### config.mk
export PLATFORM = sky130hd
export DESIGN_NAME = gpio_mux_port
export DESIGN_NICKNAME = d
export VERILOG_FILES = /design/src/rtl/gpio_mux_pkg.sv /design/src/rtl/gpio_mux_ctrl.sv /design/src/rtl/gpio_mux_dp.sv /design/src/rtl/gpio_mux_port.sv
export SDC_FILE = /design/constraint.sdc
export NUM_CORES = 1
export LEC_CHECK = 0
export CORE_MARGIN = 4
export CORE_UTILIZATION = 59
export CTS_BUF_LIST = sky130_fd_sc_hd__clkbuf_16
export DETAILED_ROUTE_END_ITERATION = 12
export DONT_BUFFER_PORTS = 1
export HOLD_SLACK_MARGIN = 0.02
export PLACE_DENSITY = 0.82
export SLEW_MARGIN = 20
export SYNTH_ARGS = -nofsm -noshare
export SYNTH_HDL_FRONTEND = slang
export SYNTH_HIERARCHICAL = 1
export SYNTH_SLANG_ARGS = --single-unit
### constraint.sdc
create_clock -name clk -period 4.2 [get_ports clk]
set_clock_uncertainty 0.05 [all_clocks]
set_input_delay 0.63 -clock clk [delete_from_list [all_inputs] [get_ports clk]]
set_output_delay 0.63 -clock clk [all_outputs]
set_load 0.005 [all_outputs]
### src/rtl/gpio_mux_pkg.sv
package gpio_mux_pkg;
  localparam int ADDR_W = 3;

  typedef enum logic [ADDR_W-1:0] {
    ADDR_FSEL = 3'd0,
    ADDR_DIR  = 3'd1,
    ADDR_DATA = 3'd2,
    ADDR_SET  = 3'd3,
    ADDR_CLR  = 3'd4,
    ADDR_INV  = 3'd5
  } regAddr_e;

  typedef enum logic [1:0] {
    RD_ZERO = 2'd0,
    RD_FSEL = 2'd1,
    RD_DIR  = 2'd2,
    RD_DATA = 2'd3
  } rdSel_e;

  typedef struct packed {
    logic   fselWe;
    logic   dirWe;
    logic   dataWe;
    logic   setWe;
    logic   clrWe;
    logic   invWe;
    rdSel_e rdSel;
  } ctrlStrobes_t;
endpackage

### src/rtl/gpio_mux_ctrl.sv
module gpio_mux_ctrl
  import gpio_mux_pkg::*;
(
  input  logic              busWrEn,
  input  logic [ADDR_W-1:0] busAddr,
  output ctrlStrobes_t      strobes
);
  always_comb begin
    strobes        = '0;
    strobes.rdSel  = RD_ZERO;
    case (busAddr)
      ADDR_FSEL: begin strobes.fselWe = busWrEn; strobes.rdSel = RD_FSEL; end
      ADDR_DIR:  begin strobes.dirWe  = busWrEn; strobes.rdSel = RD_DIR;  end
      ADDR_DATA: begin strobes.dataWe = busWrEn; strobes.rdSel = RD_DATA; end
      ADDR_SET:  strobes.setWe = busWrEn;
      ADDR_CLR:  strobes.clrWe = busWrEn;
      ADDR_INV:  strobes.invWe = busWrEn;
      default:   ;
    endcase
  end
endmodule

### src/rtl/gpio_mux_dp.sv
module gpio_mux_dp
  import gpio_mux_pkg::*;
#(
  parameter int NUM_PINS = 16
) (
  input  logic                clk,
  input  logic                rstN,
  input  ctrlStrobes_t        strobes,
  input  logic [NUM_PINS-1:0] busWrData,
  output logic [NUM_PINS-1:0] busRdData,
  input  logic [NUM_PINS-1:0] periphOut,
  input  logic [NUM_PINS-1:0] periphOe,
  output logic [NUM_PINS-1:0] periphIn,
  output logic [NUM_PINS-1:0] pinOut,
  output logic [NUM_PINS-1:0] pinOe,
  input  logic [NUM_PINS-1:0] pinIn,
  output logic [NUM_PINS-1:0] fselQ,
  output logic [NUM_PINS-1:0] dirQ,
  output logic [NUM_PINS-1:0] dataQ
);
  logic [NUM_PINS-1:0] dataNext;
  logic [NUM_PINS-1:0] dataView;

  // Bit operations are applied after a direct load so they take precedence.
  always_comb begin
    dataNext = dataQ;
    if (strobes.dataWe) dataNext = busWrData;
    if (strobes.setWe)  dataNext = dataNext | busWrData;
    if (strobes.clrWe)  dataNext = dataNext & ~busWrData;
    if (strobes.invWe)  dataNext = dataNext ^ busWrData;
  end

  always_ff @(posedge clk or negedge rstN) begin
    if (!rstN) begin
      fselQ <= '0;
      dirQ  <= '0;
      dataQ <= '0;
    end else begin
      if (strobes.fselWe) fselQ <= busWrData;
      if (strobes.dirWe)  dirQ  <= busWrData;
      dataQ <= dataNext;
    end
  end

  for (genvar p = 0; p < NUM_PINS; p++) begin : g_pin
    assign pinOut[p]   = fselQ[p] ? periphOut[p] : dataQ[p];
    assign pinOe[p]    = rstN & (fselQ[p] ? periphOe[p] : dirQ[p]);
    assign dataView[p] = dirQ[p] ? dataQ[p] : pinIn[p];
    assign periphIn[p] = pinIn[p];
  end

  always_comb begin
    case (strobes.rdSel)
      RD_FSEL: busRdData = fselQ;
      RD_DIR:  busRdData = dirQ;
      RD_DATA: busRdData = dataView;
      default: busRdData = '0;
    endcase
  end
endmodule

### src/rtl/gpio_mux_port.sv
module gpio_mux_port
  import gpio_mux_pkg::*;
#(
  parameter int NUM_PINS = 16
) (
  input  logic                clk,
  input  logic                rstN,
  input  logic                busWrEn,
  input  logic [2:0]          busAddr,
  input  logic [NUM_PINS-1:0] busWrData,
  output logic [NUM_PINS-1:0] busRdData,
  input  logic [NUM_PINS-1:0] periphOut,
  input  logic [NUM_PINS-1:0] periphOe,
  output logic [NUM_PINS-1:0] periphIn,
  output logic [NUM_PINS-1:0] pinOut,
  output logic [NUM_PINS-1:0] pinOe,
  input  logic [NUM_PINS-1:0] pinIn
);
  ctrlStrobes_t        strobes;
  logic [NUM_PINS-1:0] fselQ;
  logic [NUM_PINS-1:0] dirQ;
  logic [NUM_PINS-1:0] dataQ;

  gpio_mux_ctrl ctrl_i (
    .busWrEn (busWrEn),
    .busAddr (busAddr),
    .strobes (strobes)
  );

  gpio_mux_dp #(.NUM_PINS(NUM_PINS)) dp_i (
    .clk       (clk),
    .rstN      (rstN),
    .strobes   (strobes),
    .busWrData (busWrData),
    .busRdData (busRdData),
    .periphOut (periphOut),
    .periphOe  (periphOe),
    .periphIn  (periphIn),
    .pinOut    (pinOut),
    .pinOe     (pinOe),
    .pinIn     (pinIn),
    .fselQ     (fselQ),
    .dirQ      (dirQ),
    .dataQ     (dataQ)
  );
endmodule

==> run_results.csv <==
group,metric,value,unit
timing,rsz0062_at_grt,"false",
synth,synth_seq_area_share,36.9,%
timing,slew_viol_final,0,
outcome,outcome,"finished clean",
synth,syn-num-nets,423,
timing,slew-limit-headroom,32.0,%
synth,ys_warn_count,6,
setup_path,critPathKind,"in2out",
finish,drive_above_1_share,16.5,%
cts,clockBufferDepth,2,
synth,yosysTopAreaCell,"dfrtp_1",
setup_path,required,3.52,ns
synth,synth_cells,353,
floorplan,num_rows,26,
power,p_per_area,448,nW/um^2
synth,ys_types,33,
cts,clock_latency,0.28,ns
synth,syn_area,3260,sq um
timing,finalCriticalPeriod,2.75,ns
global_routing,grt.total_usage,23.3,%
floorplan,die-width,82.3,um
synth,synth_mux_area_share,16.0,%
place,io_buffers,0,
synth,synthAdderAreaFrac,0,%
finish,area_growth,3.42,%
finish,fin_area,3370,sq um
routing,drt-total-wl,7890,um
synth,async_reset_ff_share,100,%
floorplan,coreArea,5240,sq um
setup_path,max_stage_delay,0.77,ns
cts,cts_tree,"built",
setup_path,r2r_cells,3,
synth,yosysMostFrequentCell,"dfrtp_1",
job,maxCapViolCount,0,
setup_path,worst-path-max-fanout,48,
global_routing,overflow,0,
setup_path,crit_family,"simple AND/OR/NAND/NOR gates",
synth,synthSimpleGateAreaFrac,16.9,%
routing,wire_per_inst,19.9,um
cts,numCtsBuffers,5,
timing,setup_viol,0,
timing,min_period_over_period,65.4,%
synth,ys.flop_type,"dfrtp_1",
setup_path,worst-path-stages,5,
routing,route.detailed.drc,0,
cts,cts_root_buf,"clkbuf_16",
routing,vias_per_cell,6.58,
routing,drt_iter0_markers,89,
cts,path_clk_slew,0.07,ns
finish,num_antenna_cells,0,
routing,drt-pass1-iter-count,4,
global_routing,antenna_found_initial,0,
timing,tightest_slew,1.02,ns
synth,synth_top_area_share,36.9,%
setup_path,start_kind,"input pin",
place,dpl.hpwl,5320,um
cts,clkSinkCount,48,
global_routing,grt_first_pass_wirelength,12100,um
setup_path,slowest_stage,"nor2_4",
timing,fmax,364,MHz
finish,fin_nets,396,
cts,cts_max_level,2,
place,gp_congestion,0.822,
finish,n_fill_cell,444,
floorplan,start_util,62.2,%
power,p_leak,1.33,nW
finish,seqCellArea,1200,sq um
timing,whs,0.140,ns
power,ir_drop,0.000190,V
setup_path,crit_path_end_kind,"primary output",
setup_path,path_cells,"xnor2_1 > nor2_4 > nand2_1 > o22ai_1 > a32o_1",
synth,synth_xor_area_share,0.269,%
synth,synth_seq_cells,48,
finish,multi_input_area,1790,sq um
routing,ant_nets,0,
worst_hold_path,hp-class,"in2async",
synth,avgSynthCellArea,9.23,sq um
cts,post-cts-setup-buffer-count,0,
floorplan,die_h,82.3,um
timing,hold_viol,0,
synth,synth_top_family_by_area,"compound AO/OA/AOI/OAI gates",
setup_path,path_buf_inv,0,
synth,synth_commonest_cells,"48 x dfrtp_1, 35 x nand2_1, 32 x mux2_2",
routing,via_count,2612,
floorplan,die_area,6770,sq um
synth,synth-compound-area-share,21.0,%
global_routing,grt_max_degree,49,
synth,synthTopCellsByArea,"dfrtp_1 37%, mux2_2 11%, nor2b_1 5.6%, a32o_1 4.9%, mux2i_1 4.9%",
setup_path,critPathArrivalTime,2.07,ns
global_routing,grt_pass1_vias,2528,
synth,synth-edff-count,0,
place,placed_cell_area,3180,sq um
timing,finalSetupTns,0,ns
floorplan,ios,134,
-- cells in the final DEF (no fill, tap or decap), types with 2 or more instances in the layout --
cell	count
o22ai_1	16
mux2i_1	16
a311o_1	3
a22oi_1	12
nor2_2	2
nor2_1	4
mux2_2	32
o21ai_0	28
and3_1	3
a32o_1	16
nand2_1	35
o21bai_1	3
inv_1	17
dfrtp_1	48
nand3_1	2
nor2b_1	29
nand2b_1	20
a21oi_1	3
buf_4	5
clkbuf_16	5
o2bb2ai_1	12
nor3_2	2
-- logic make-up after synthesis --
family,count (synthesis)
muxes,48
AOI/OAI and AO/OA,96
DFF,48
and+or+nand+nor,104
xor gates and xnor gates,1
buffers and inverters,56
-- path summary, 6_finish.rpt --
kind                                start        endpoint  slack, ns
max                            busAddr[0]    busRdData[3]       1.45
min in group clk            busWrData[13]  dp_i/fselQ[13]       0.41
max reg2reg                dp_i/dataQ[14]  dp_i/dataQ[14]       3.17
max in group asynchronous            rstN   dp_i/dataQ[0]       3.73
min                                  rstN  dp_i/fselQ[13]       0.14
min reg2reg                  dp_i/dirQ[5]    dp_i/dirQ[5]       0.52
-- repair_timing --
action,CTS,global route
hold buffers,1,0
gates resized for setup,0,0
setup endpoints to repair,0,0
endpoints found under the hold margin,48,0
-- final cells by class --
class,count,area share [%]
multi-input combinational,249,53.2
sequential,48,35.6
clock buffer,5,3.71
tap,70,2.60
timing repair buffer,6,1.93
inverter,16,1.78
clock inverter,3,1.15
-- registers in the layout, indices dropped and copies added, names as in the netlist --
| name | count |
|---|---|
| dp_i/dataQ | 16 |
| dp_i/dirQ | 16 |
| dp_i/fselQ | 16 |
-- per-stage QoR --
stage | worst slack (ns) | utilization [%] | total power [mW] | instances
2_1_floorplan | 1.82 | - | 0.999 | 353
3_3_place_gp | 1.50 | 60.7 | 1.04 | 388
3_5_place_dp | 1.48 | 60.7 | 1.07 | 388
4_1_cts | 1.47 | 64.3 | 1.52 | 397
5_1_grt | 1.32 | 64.3 | 1.60 | 397
6_report | 1.45 | 64.3 | 1.51 | 397
-- report_power, final --
group          switching, mW  internal, mW  leakage (nW)
Combinational          0.172         0.216         0.665
Sequential             0.114         0.568         0.584
Clock                  0.162         0.278        0.0850
-- per-layer routing --
layer	wire (um)	global-route usage, %	vias to the layer above	share of wire, %
li1	-	-	1198	-
met1	3170	27.9	1293	40
met2	4040	42.1	112	51
met3	597	4.88	9	7.6
met4	82	6.48	0	1.0
met5	0	0	-	0
No activity file was read; power rests on OpenSTA's default activity.
